[src/rtl/line_enc_pkg.sv]
package line_enc_pkg;
  localparam int MODE_W = 2;

  typedef enum logic [MODE_W-1:0] {
    CODE_NRZ  = 2'b00,
    CODE_NRZI = 2'b01,
    CODE_RZ   = 2'b10,
    CODE_MAN  = 2'b11
  } lineCode_e;

  typedef struct packed {
    logic loadBit;     // edge opens a bit: capture inputs, drive first half
    logic secondHalf;  // edge drives the second half from held state
  } encStrobe_t;
endpackage

[src/rtl/line_enc_ctrl.sv]
module line_enc_ctrl
  import line_enc_pkg::*;
(
  input  logic       clk,
  input  logic       rst,
  output logic       phase,
  output encStrobe_t strobe
);
  // phase = 0: next edge opens a new bit; phase = 1: next edge is mid-bit
  always_ff @(posedge clk) begin
    if (rst) phase <= 1'b0;
    else     phase <= ~phase;
  end

  always_comb begin
    strobe.loadBit    = ~phase & ~rst;
    strobe.secondHalf =  phase & ~rst;
  end
endmodule

[src/rtl/line_enc_datapath.sv]
module line_enc_datapath
  import line_enc_pkg::*;
(
  input  logic              clk,
  input  logic              rst,
  input  encStrobe_t        strobe,
  input  logic              dataIn,
  input  logic [MODE_W-1:0] modeSel,
  output lineCode_e         modeReg,
  output logic              lineOut
);
  logic      bitReg;
  logic      prevLvl;
  logic      firstLvl;
  logic      secondLvl;
  lineCode_e modeIn;

  assign modeIn = lineCode_e'(modeSel);

  always_comb begin
    case (modeIn)
      CODE_NRZI: firstLvl = prevLvl ^ dataIn;
      default:   firstLvl = dataIn;
    endcase
  end

  always_comb begin
    case (modeReg)
      CODE_NRZ:  secondLvl = bitReg;
      CODE_NRZI: secondLvl = prevLvl;
      CODE_RZ:   secondLvl = 1'b0;
      default:   secondLvl = ~bitReg;
    endcase
  end

  always_ff @(posedge clk) begin
    if (rst) begin
      lineOut <= 1'b0;
      prevLvl <= 1'b0;
      bitReg  <= 1'b0;
      modeReg <= CODE_NRZ;
    end else if (strobe.loadBit) begin
      bitReg  <= dataIn;
      modeReg <= modeIn;
      lineOut <= firstLvl;
      if (modeIn == CODE_NRZI) prevLvl <= firstLvl;
    end else if (strobe.secondHalf) begin
      lineOut <= secondLvl;
    end
  end
endmodule

[src/rtl/line_encoder.sv]
module line_encoder
  import line_enc_pkg::*;
(
  input  logic              clk,
  input  logic              rst,
  input  logic              dataIn,
  input  logic [MODE_W-1:0] modeSel,
  output logic              lineOut
);
  encStrobe_t strobe;
  logic       phase;
  lineCode_e  modeReg;

  line_enc_ctrl u_ctrl (
    .clk    (clk),
    .rst    (rst),
    .phase  (phase),
    .strobe (strobe)
  );

  line_enc_datapath u_dp (
    .clk     (clk),
    .rst     (rst),
    .strobe  (strobe),
    .dataIn  (dataIn),
    .modeSel (modeSel),
    .modeReg (modeReg),
    .lineOut (lineOut)
  );
endmodule

[config.mk]
export PLATFORM = sky130hd
export DESIGN_NAME = line_encoder
export DESIGN_NICKNAME = d
export VERILOG_FILES = /design/src/rtl/line_enc_pkg.sv /design/src/rtl/line_enc_ctrl.sv /design/src/rtl/line_enc_datapath.sv /design/src/rtl/line_encoder.sv
export SDC_FILE = /design/constraint.sdc
export NUM_CORES = 1
export LEC_CHECK = 0
export ABC_CLOCK_PERIOD_IN_PS = 1120
export CAP_MARGIN = 25
export CORE_AREA = 3 3 40 42
export CTS_CLUSTER_SIZE = 25
export DETAILED_ROUTE_END_ITERATION = 8
export DIE_AREA = 0 0 43 45
export DONT_BUFFER_PORTS = 1
export GPL_ROUTABILITY_DRIVEN = 0
export SETUP_SLACK_MARGIN = 0.3
export SLEW_MARGIN = 20
export SYNTH_ARGS = -nofsm -noshare
export SYNTH_HDL_FRONTEND = slang
export SYNTH_SLANG_ARGS = --single-unit
export TNS_END_PERCENT = 5
[constraint.sdc]
create_clock -name clk -period 1.12 [get_ports clk]
set_input_delay 0.28 -clock clk [delete_from_list [all_inputs] [get_ports clk]]
set_output_delay 0.28 -clock clk [all_outputs]
set_load 0.1 [all_outputs]
==> flow_summary_export.csv <==
group,metric,value,unit
logic_synthesis,synth_area,265,sq um
critical_path,worstPathArrival,740,ps
cells_and_area,final_layout_size_suffix_gt1_share,34.5,%
timing,hold_viol_final,0,
power_and_ir_drop,cellLeakagePower,0.121,nW
cells_and_area,final_cell_mix,"nor2_1 (7), dfxtp_1 (4), mux2i_1 (3), clkbuf_4 (3)",
cells_and_area,final.fill_count,143,
critical_path,crit_required,840,ps
critical_path,cp_cell_sequence,"buf_12",
floorplanning,dieArea,1940,sq um
clock_tree,cts_root_buf,"clkbuf_4",
timing,final-setup-viol-count,0,
critical_path,crit_path_max_fanout,1,
timing,slew_headroom,84.4,%
route,routed_via_density,4.25,
timing,fin_crit_sh,91.2,%
min_path,hp-class,"in -> reg",
clock_tree,cts.path.max_buffers,2,
floorplanning,die_w,43,um
critical_path,cp_top_family,"flip-flops",
floorplanning,row_count,13,
cells_and_area,fin_cells,44,
clock_tree,hold_buffers,0,
logic_synthesis,synthCells,25,
global_routing,antenna_found_initial,0,
cells_and_area,syn2layout_area_growth,24.1,%
floorplanning,die_y,45,um
route,routedWlPerCell,9.68,um
timing,drv_slew,0,
placement,dp_cells,41,
clock_tree,cts_tree,"done",
logic_synthesis,synth_compound_area_share,13.7,%
clock_tree,ctsHtreeMaxLevel,1,
logic_synthesis,ys_seq_area_share,45.3,%
logic_synthesis,synth_cell_types,11,
global_routing,grt_max_degree,7,
power_and_ir_drop,p_clk_share,37.1,%
outcome,status,"finished, final reports clean",
floorplanning,start_util,20.6,%
timing,max_slew.worst_pin.slew,234,ps
flow_run,drv_cap,0,
cells_and_area,seqCellArea,123,sq um
logic_synthesis,synthXorXnorAreaFrac,6.60,%
cells_and_area,fin_nets,36,
timing,tns,0,ps
power_and_ir_drop,p_per_area,1560,nW/um^2
clock_tree,clock-sinks,6,
placement,numPortBuffers,0,
cells_and_area,final_common_cell,"nor2_1",
logic_synthesis,syn_area_per_cell,10.6,sq um
cells_and_area,fin_area,329,sq um
route,wirelength,426,um
power_and_ir_drop,p_int,388,uW
timing,rsz0062_at_grt,"true",
route,drt-pass1-iter-count,2,
route,drtAntennaViolNets,0,
logic_synthesis,yosysWarnings,0,
logic_synthesis,synthAdderAreaFrac,0,%
power_and_ir_drop,swShare,24.5,%
global_routing,grt_pass1_wl,745,um
critical_path,crit_buf_inv,1,
clock_tree,insertion_delay,240,ps
power_and_ir_drop,vdd_ir_drop_max,0.000745,V
power_and_ir_drop,p_switching,126,uW
critical_path,crit_slowest_cell,"dfxtp_2",
clock_tree,post-cts-setup-buffer-count,0,
global_routing,track_usage,5.60,%
logic_synthesis,ys_ff_latch,6,
timing,timing.fmax,980,MHz
timing,finalClockSkew,1.23,ps
critical_path,worstSetupEndpointType,"output pin",
logic_synthesis,synth_top_family_by_area,"simple AND/OR/NAND/NOR gates",
critical_path,startpoint_type,"flop",
clock_tree,path_clk_slew,40,ps
cells_and_area,diodes,0,
logic_synthesis,synthSimpleGateAreaFrac,18.9,%
timing,fin_crit,1020,ps
power_and_ir_drop,power_frac_comb,14.8,%
route,drc,0,
logic_synthesis,syn_nets,30,
critical_path,critPathMaxStageDelay,330,ps
global_routing,gr-total-overflow,0,
power_and_ir_drop,finalPower,514,uW
power_and_ir_drop,seqPwrFrac,48.1,%
critical_path,crit_type,"reg -> out",
placement,post-dp-hpwl,323,um
logic_synthesis,muxShareOfSynthArea,11.3,%
route,drt-initial-drc-count,8,
global_routing,grt_pass1_vias,184,
route,num_vias,187,
placement,placed_cell_area,305,sq um
floorplanning,core_area,1280,sq um
cells_and_area,multiInputGateArea,134,sq um
floorplanning,num_io_pins,6,
clock_tree,numCtsBuffers,3,
-- cells by family after synthesis --
kind of cell	count (synthesis)
multiplexers	3
buffers and inverters	2
flip-flops	6
AND/OR/NAND/NOR	10
XOR/XNOR	2
AO/OA/AOI/OAI	2
-- routing by layer --
layer  vias up  GRT usage (%)  part of all wire, %
met5         -              0                    0
met4         0           1.81                    0
met3         0           5.58                   14
met2         8           7.19                   42
met1        86           6.33                   44
li1         93              -                    -
-- timing repair --
action	in CTS	in global routing
setup endpoints to repair	5	6
hold endpoints to repair	0	0
gates resized for setup	0	1
-- layout make-up --
type	count	area share, %
Multi-Input combinational cell	17	40.7
Sequential cell	6	37.3
Timing Repair Buffer	2	8.37
Clock buffer	3	6.84
Tap cell	15	5.70
Inverter	1	1.14
-- cell usage after synthesis (all sizes together) --
cell type | instances | share of area [%]
a22o | 1 | 3.3
nand2 | 1 | 1.4
nor2 | 7 | 9.9
dfxtp | 6 | 45
mux2i | 3 | 11
inv | 1 | 1.4
a2111oi | 1 | 10
buf | 1 | 2.8
nand3b | 1 | 2.8
and4bb | 1 | 4.7
xnor2 | 2 | 6.6
-- worst paths after layout --
kind                            slack (ps)           end            start  cells after the start
worst max-delay path                   100       lineOut     u_dp.lineOut                      1
worst max register to register         180  u_dp.lineOut     u_ctrl.phase                      3
worst min-delay path                   110   u_dp.bitReg              rst                      1
worst min register to register         500  u_dp.lineOut  u_dp.modeReg[0]                      2
-- registers in the layout (all words and copies together), names as in the netlist --
register,cells
u_ctrl.phase,1
u_dp.prevLvl,1
u_dp.bitReg,1
u_dp.modeReg,2
u_dp.lineOut,1
-- power by group through the flow --
stage / Sequential, mW / Clock [mW] / Combinational, mW
6_report: 0.247 / 0.191 / 0.0762
4_1_cts: 0.247 / 0.201 / 0.0768
3_5_place_dp: 0.250 / 0 / 0.0766
2_1_floorplan: 0.266 / 0 / 0.0429
3_3_place_gp: 0.250 / 0 / 0.0764
5_1_grt: 0.248 / 0.213 / 0.0821
-- worst register-to-register path: stages, from the launching register on --
cell and delay (ps):
dfxtp_2 370, inv_2 50, a2111oi_4 300, a22o_1 150
-- stage by stage --
step | worst slack (ps) | utilization, % | hold WS, ps
floorplan | 165 | - | 352
global placement | 151 | 23.8 | 354
detailed placement | 118 | 23.8 | 356
CTS | 85.7 | 25.5 | 99.1
global route | 72.4 | 25.6 | 94.4
finish | 99.1 | 25.6 | 107
Note: power is estimated with default switching activity, not from simulation.
